### src/rtl/sample_clk_div.sv
module sample_clk_div #(
  parameter int W        = 8,
  parameter bit HAS_HIGH = 1'b1
) (
  input  logic         clk_in,
  input  logic         rst_n,
  input  logic [W-1:0] div_val,
  input  logic [W-1:0] high_val,
  output logic         clk_out,
  output logic         running
);

  logic         active;
  logic [W-1:0] cnt, cnt_nx, div_q, high_q, high_eff;
  logic         wrap;

  assign running = |div_val;
  assign cnt_nx  = cnt + W'(1);
  assign wrap    = (cnt == div_q);

  generate
    if (HAS_HIGH) begin : g_prog
      assign high_eff = (high_q > div_q) ? div_q : high_q;
    end else begin : g_half
      assign high_eff = div_q >> 1;
    end
  endgenerate

  always_ff @(posedge clk_in or negedge rst_n) begin
    if (!rst_n) begin
      active  <= 1'b0;
      cnt     <= '0;
      div_q   <= '0;
      high_q  <= '0;
      clk_out <= 1'b0;
    end else if (!running) begin
      active  <= 1'b0;
      cnt     <= '0;
      clk_out <= 1'b0;
    end else if (!active || wrap) begin
      active  <= 1'b1;
      div_q   <= div_val;
      high_q  <= high_val;
      cnt     <= '0;
      clk_out <= 1'b1;
    end else begin
      cnt     <= cnt_nx;
      clk_out <= (cnt_nx <= high_eff);
    end
  end


  gated_low_chk: assert property (@(posedge clk_in) disable iff (!rst_n)
    (div_val == '0) |=> !clk_out);


  start_high_chk: assert property (@(posedge clk_in) disable iff (!rst_n)
    (!active && div_val != '0) |=> (clk_out && cnt == '0));


  cnt_bound_chk: assert property (@(posedge clk_in) disable iff (!rst_n)
    active |-> (cnt <= div_q && div_q != '0));


  hold_mid_chk: assert property (@(posedge clk_in) disable iff (!rst_n)
    (active && running && !wrap) |=> ($stable(div_q) && $stable(high_q)));


  clamp_high_chk: assert property (@(posedge clk_in) disable iff (!rst_n)
    (HAS_HIGH && active && high_q >= div_q) |-> clk_out);

endmodule

### config.mk
export PLATFORM = sky130hd
export DESIGN_NAME = sample_clk_div
export DESIGN_NICKNAME = d
export VERILOG_FILES = /design/src/rtl/sample_clk_div.sv
export SDC_FILE = /design/constraint.sdc
export NUM_CORES = 1
export LEC_CHECK = 0
export CAP_MARGIN = 15
export CORE_UTILIZATION = 55
export CTS_BUF_LIST = sky130_fd_sc_hd__clkbuf_8 sky130_fd_sc_hd__clkbuf_16
export DETAILED_ROUTE_END_ITERATION = 12
export PLACE_DENSITY = 0.79
export REMOVE_ABC_BUFFERS = 1
export SLEW_MARGIN = 20
export SYNTH_ARGS = -nofsm -noshare
export SYNTH_HDL_FRONTEND = slang
export SYNTH_SLANG_ARGS = --single-unit
export TNS_END_PERCENT = 20
### constraint.sdc
create_clock -name clk_in -period 3.6 [get_ports clk_in]
set_input_delay 0.72 -clock clk_in [delete_from_list [all_inputs] [get_ports clk_in]]
set_output_delay 0.72 -clock clk_in [all_outputs]
set_load 0.005 [all_outputs]
# Yosys cells after proc, flatten, opt, wreduce, memory -nomap -nowiden
# Cells that the tools add are included.
totals:
  output_inout_bits: 2
  reg_bits: 26
  wordCells: 21
  input_bits: 18
op_classes:
  muxes: 7
  n_reduce_logical: 4
  n_addsub: 1
  eq_ne: 2
  magnitude_cmp: 2
op_table:
  columns: ["cell", "count"]
  rows:
  - ["2-to-1 mux 8 bit", 3]
  - ["adder 8 x 1 -> 8 bit (second input constant)", 1]
  - ["equality test 8 bit", 1]
  - ["> comparator 8 bit", 1]
  - ["less-or-equal comparator 8 bit", 1]
  - ["OR reduction 8 bit", 1]
  - ["2-to-1 mux 1 bit", 4]
  - ["inequality test 2 x 1 -> 1 bit (second input constant)", 1]
  - ["AND reduction 2 bit", 1]
  - ["zero test 1 bit", 1]
  - ["logical OR 1 bit", 1]

# Depth between registers and ports, before layout
depth:
  word_depth: 5
  mapped_depth: 12
  mapped_depth_nobuf: 12

# Least setup slack after synthesis
# OpenSTA, ideal clock, no wires.
synth_path:
  path_kind: "reg2reg"
  startpoint: "reg div_q[1]"
  endpoint: "reg clk_out"
  path_buffers: 0
  stages_incl_launch_ff: 13
  period_less_slack_ns: 2.563
  slack_ns: 1.037
  arrival_ns: 2.439
  path_cell_list: "dfrtp_1 inv_1 ha_1 nor2b_1 o211ai_1 a21oi_1 o22ai_4 mux2_2 ha_1 nand4b_1 a31oi_1 a211oi_1 o31a_1"
synth_between:
  elab_chain_len: 5
  elab_cells_between_ends: 7
  cone_classes: "order compare: 2; eq/ne: 1; mux: 3; reduce/logical: 1"
synth_lines:
  columns: ["element", "line_no", "source"]
  rows:
  - ["start, declared", "14", "logic [W-1:0] cnt, cnt_nx, div_q, high_q, high_eff;"]
  - ["start signal, assigned", "42", "div_q <= div_val;"]
  - ["> comparator 8 bit", "23", "assign high_eff = (high_q > div_q) ? div_q : high_q;"]
  - ["2-to-1 mux 8 bit", "23", null]
  - ["less-or-equal comparator 8 bit", "48", "clk_out <= (cnt_nx <= high_eff);"]
  - ["2-to-1 mux 1 bit (*)", "40", "end else if (!active || wrap) begin"]
  - ["2-to-1 mux 1 bit (*)", "36", "end else if (!running) begin"]
  - ["end signal, assigned", "48", null]
  - ["end, declared", "9", "output logic clk_out,"]
# Every way passes the cells marked *; elsewhere a longest branch is shown, timed or not.
# A chain may end at the register's enable or synchronous reset.

# Worst setup path after layout
layout_path:
  startpoint: "in div_val[7]"
  endpoint: "out running"
layout_between:
  elab_chain_len: 1
layout_lines:
  columns: ["element", "line_no", "source"]
  rows:
  - ["start, declared", "7", "input logic [W-1:0] div_val,"]
  - ["OR reduction 8 bit", "17", "assign running = |div_val;"]
  - ["end, declared", "10", "output logic running"]
# Every way passes these cells.

==> flow_summary_export.csv <==
group,metric,value,unit
global_routing,grt_overflow,0,
clocking,cts.sinks,26,
clocking,post_cts_buffers,0,
clocking,holdBufCountCts,0,
yosys,ys_seq_elements,26,
power,ir_drop,0.0006875,V
clocking,cts_buffers,3,
clocking,cts_tree,"yes",
sta,fmax,329.3,MHz
placed_design,dp_hpwl,2443,um
worst_setup_path,start_kind,"primary input",
worst_setup_path,worstPathMaxFanout,4,
drt,detail-route-antenna-nets,0,
drt,viasPerCell,5.896,
placed_design,place_congestion,0.8156,
yosys,syn_inst,140,
sta,clock_skew,4.468,ps
clocking,clock_latency,270,ps
global_routing,grt_pass1_wl,5195,um
placed_design,dp_cells,189,
global_routing,grt_util_all_layers,0.2171,
die,io_pins,20,
die,die_w,55.63,um
clocking,cts.repair.resized,0,
yosys,yosysWarningCount,0,
yosys,synth.distinct_cells,30,
worst_setup_path,critPathKind,"primary input to output pin",
clocking,cts-root-buf,"clkbuf_8",
yosys,syn-cell-area,1582,sq um
sta,min_period_over_period,0.8435,
worst_hold_path,hold_path_class,"flip-flop to flip-flop",
die,die_area,3094,sq um
clocking,cts.clk_slew.worst_paths,90,ps
global_routing,grt_pass1_vias,1157,
placed_design,numPortBuffers,19,
sta,slew_headroom,0.6480,
layout,fin_cells,193,
drt,wire_per_inst,16.41,um
sta,finalHoldViolations,0,
layout,area_growth,18.43,%
die,core-area,2734,sq um
outcome,status,"completed",
yosys,yosysSeqAreaShare,0.4114,
layout,final_nets,198,
yosys,avgSynthCellArea,11.30,sq um
die,fp-row-count,19,
sta,finalCriticalPeriod,3036,ps
sta,tightest_slew,527.9,ps
sta,whs,543.1,ps
global_routing,grt_max_degree,27,
power,power.density,1045,nW/um^2
power,p_leak,0.8585,nW
die,start_util,0.5785,
sta,finalMaxSlewViolations,0,
drt,vias,1138,
flow_run,maxCapViolations,0,
sta,tns,0,ps
clocking,cts_max_level,1,
drt,firstDrtPassIters,4,
worst_setup_path,arrival,2320,ps
power,p_total,1.958,mW
drt,drc_errors,0,
sta,finalSetupViolations,0,
die,dieHeight,55.63,um
layout,diodes,0,
global_routing,antenna_found_initial,0,
drt,drtIter0Drc,28,
worst_setup_path,end_kind,"output pin",
layout,layout-drive-gt1-share,0.1173,
layout,fillers,199,
sta,grt_setup_unrepaired,"no",
worst_setup_path,cp_data_required_time,2880,ps
clocking,cts_max_path_buffers,2,
drt,drt_wl_total,3168,um
synth_stat cells:
cell,instances,area [sq um]
a211oi_1,1,7.510
mux2i_1,7,70.07
nand2_2,1,6.260
and3_1,1,6.260
nor2b_1,7,43.79
nor4_1,2,12.51
nand4b_1,1,8.760
mux2_4,2,30.03
a31oi_1,1,6.260
nand2b_4,1,13.76
nand2_4,1,11.26
inv_1,9,33.78
o21ai_2,1,8.760
xnor2_1,11,96.34
a22o_1,8,70.07
a21oi_1,6,30.03
nand4_1,6,37.54
o31a_1,1,8.760
o211ai_1,1,7.510
o22ai_4,1,20.02
dfrtp_1,26,650.6
mux2_2,7,78.83
nand3_1,5,25.02
buf_2,1,5.000
xor2_1,3,26.28
nand2_1,5,18.77
nor2_1,5,18.77
ha_1,17,212.7
o21ai_0,1,5.000
buf_6,1,11.26
layout by cell type, fill, tap and decap left out, types with 6 or more instances in the layout:
cell type	n
nor2b_1	7
xnor2_1	11
a22o_1	8
a21oi_1	6
dfrtp_1	26
ha_1	17
clkdlybuf4s50_1	19
mux2i_1	7
mux2_2	7
inv_1	9
nand4_1	6
final timing paths:
path	start	to	slack [ps]	cells past startpoint
hold reg to reg	high_q[0]	high_q[0]	540	1
setup / recovery	div_val[7]	running	560	4
min in group asynchronous	rst_n	high_q[6]	810	2
hold / removal	high_q[0]	high_q[0]	540	1
setup reg to reg	div_q[1]	clk_out	610	12
max in group asynchronous	rst_n	div_q[4]	2550	2
area by class of cell:
class,instances,area [sq um],share of cell area
flip-flops and latches,26,650.6,0.3474
clock inverters,1,30.03,0.01603
inverters,9,33.78,0.01804
clock buffers,3,41.29,0.02204
well taps,31,38.79,0.02071
repair buffers,20,197.7,0.1055
multi-input cells,103,880.8,0.4703
routing by layer:
| layer | part of all wire | vias to the layer above | GRT usage | wire length, um |
|---|---|---|---|---|
| li1 | - | 550 | - | - |
| met1 | 0.44 | 564 | 0.2785 | 1402 |
| met2 | 0.52 | 20 | 0.3804 | 1643 |
| met3 | 0.026 | 4 | 0.03488 | 82 |
| met4 | 0.012 | 0 | 0.05714 | 39 |
| met5 | 0 | - | 0 | 0 |
state kept, by name (all words and copies together), names as in the netlist:
name     cells
active       1
clk_out      1
cnt          8
div_q        8
high_q       8
where the power goes:
part / switching, mW / leakage, nW / internal, mW / total, mW
logic: 0.551 / 0.502 / 0.577 / 1.13
registers: 0.163 / 0.320 / 0.428 / 0.591
clock network: 0.0895 / 0.0357 / 0.149 / 0.238
kinds of logic after synthesis:
| family | after synthesis | share of synthesized area |
|---|---|---|
| xor gates and xnor gates | 14 | 0.07753 |
| buffers and inverters | 11 | 0.03164 |
| and+or+nand+nor | 35 | 0.1282 |
| DFF | 26 | 0.4114 |
| AOI/OAI and AO/OA | 21 | 0.1036 |
| adders and majority gates | 17 | 0.1345 |
| muxes | 16 | 0.1131 |
critical path, stage by stage:
cell,delay (ps)
clkdlybuf4s50_1,430
nor4_1,450
nand2_2,220
clkdlybuf4s50_1,500
per-stage QoR:
| step | util | instance area, sq um | worst slack [ps] |
|---|---|---|---|
| after CTS | 0.6851 | 1873 | 598.2 |
| after floorplan | - | 1565 | 1037 |
| final | 0.6851 | 1873 | 563.6 |
| after detailed placement | 0.6590 | 1802 | 603.2 |
| after global routing | 0.6851 | 1873 | 495.9 |
| after global placement | 0.6590 | 1802 | 636.5 |
Power figures use the tool's default switching activity.
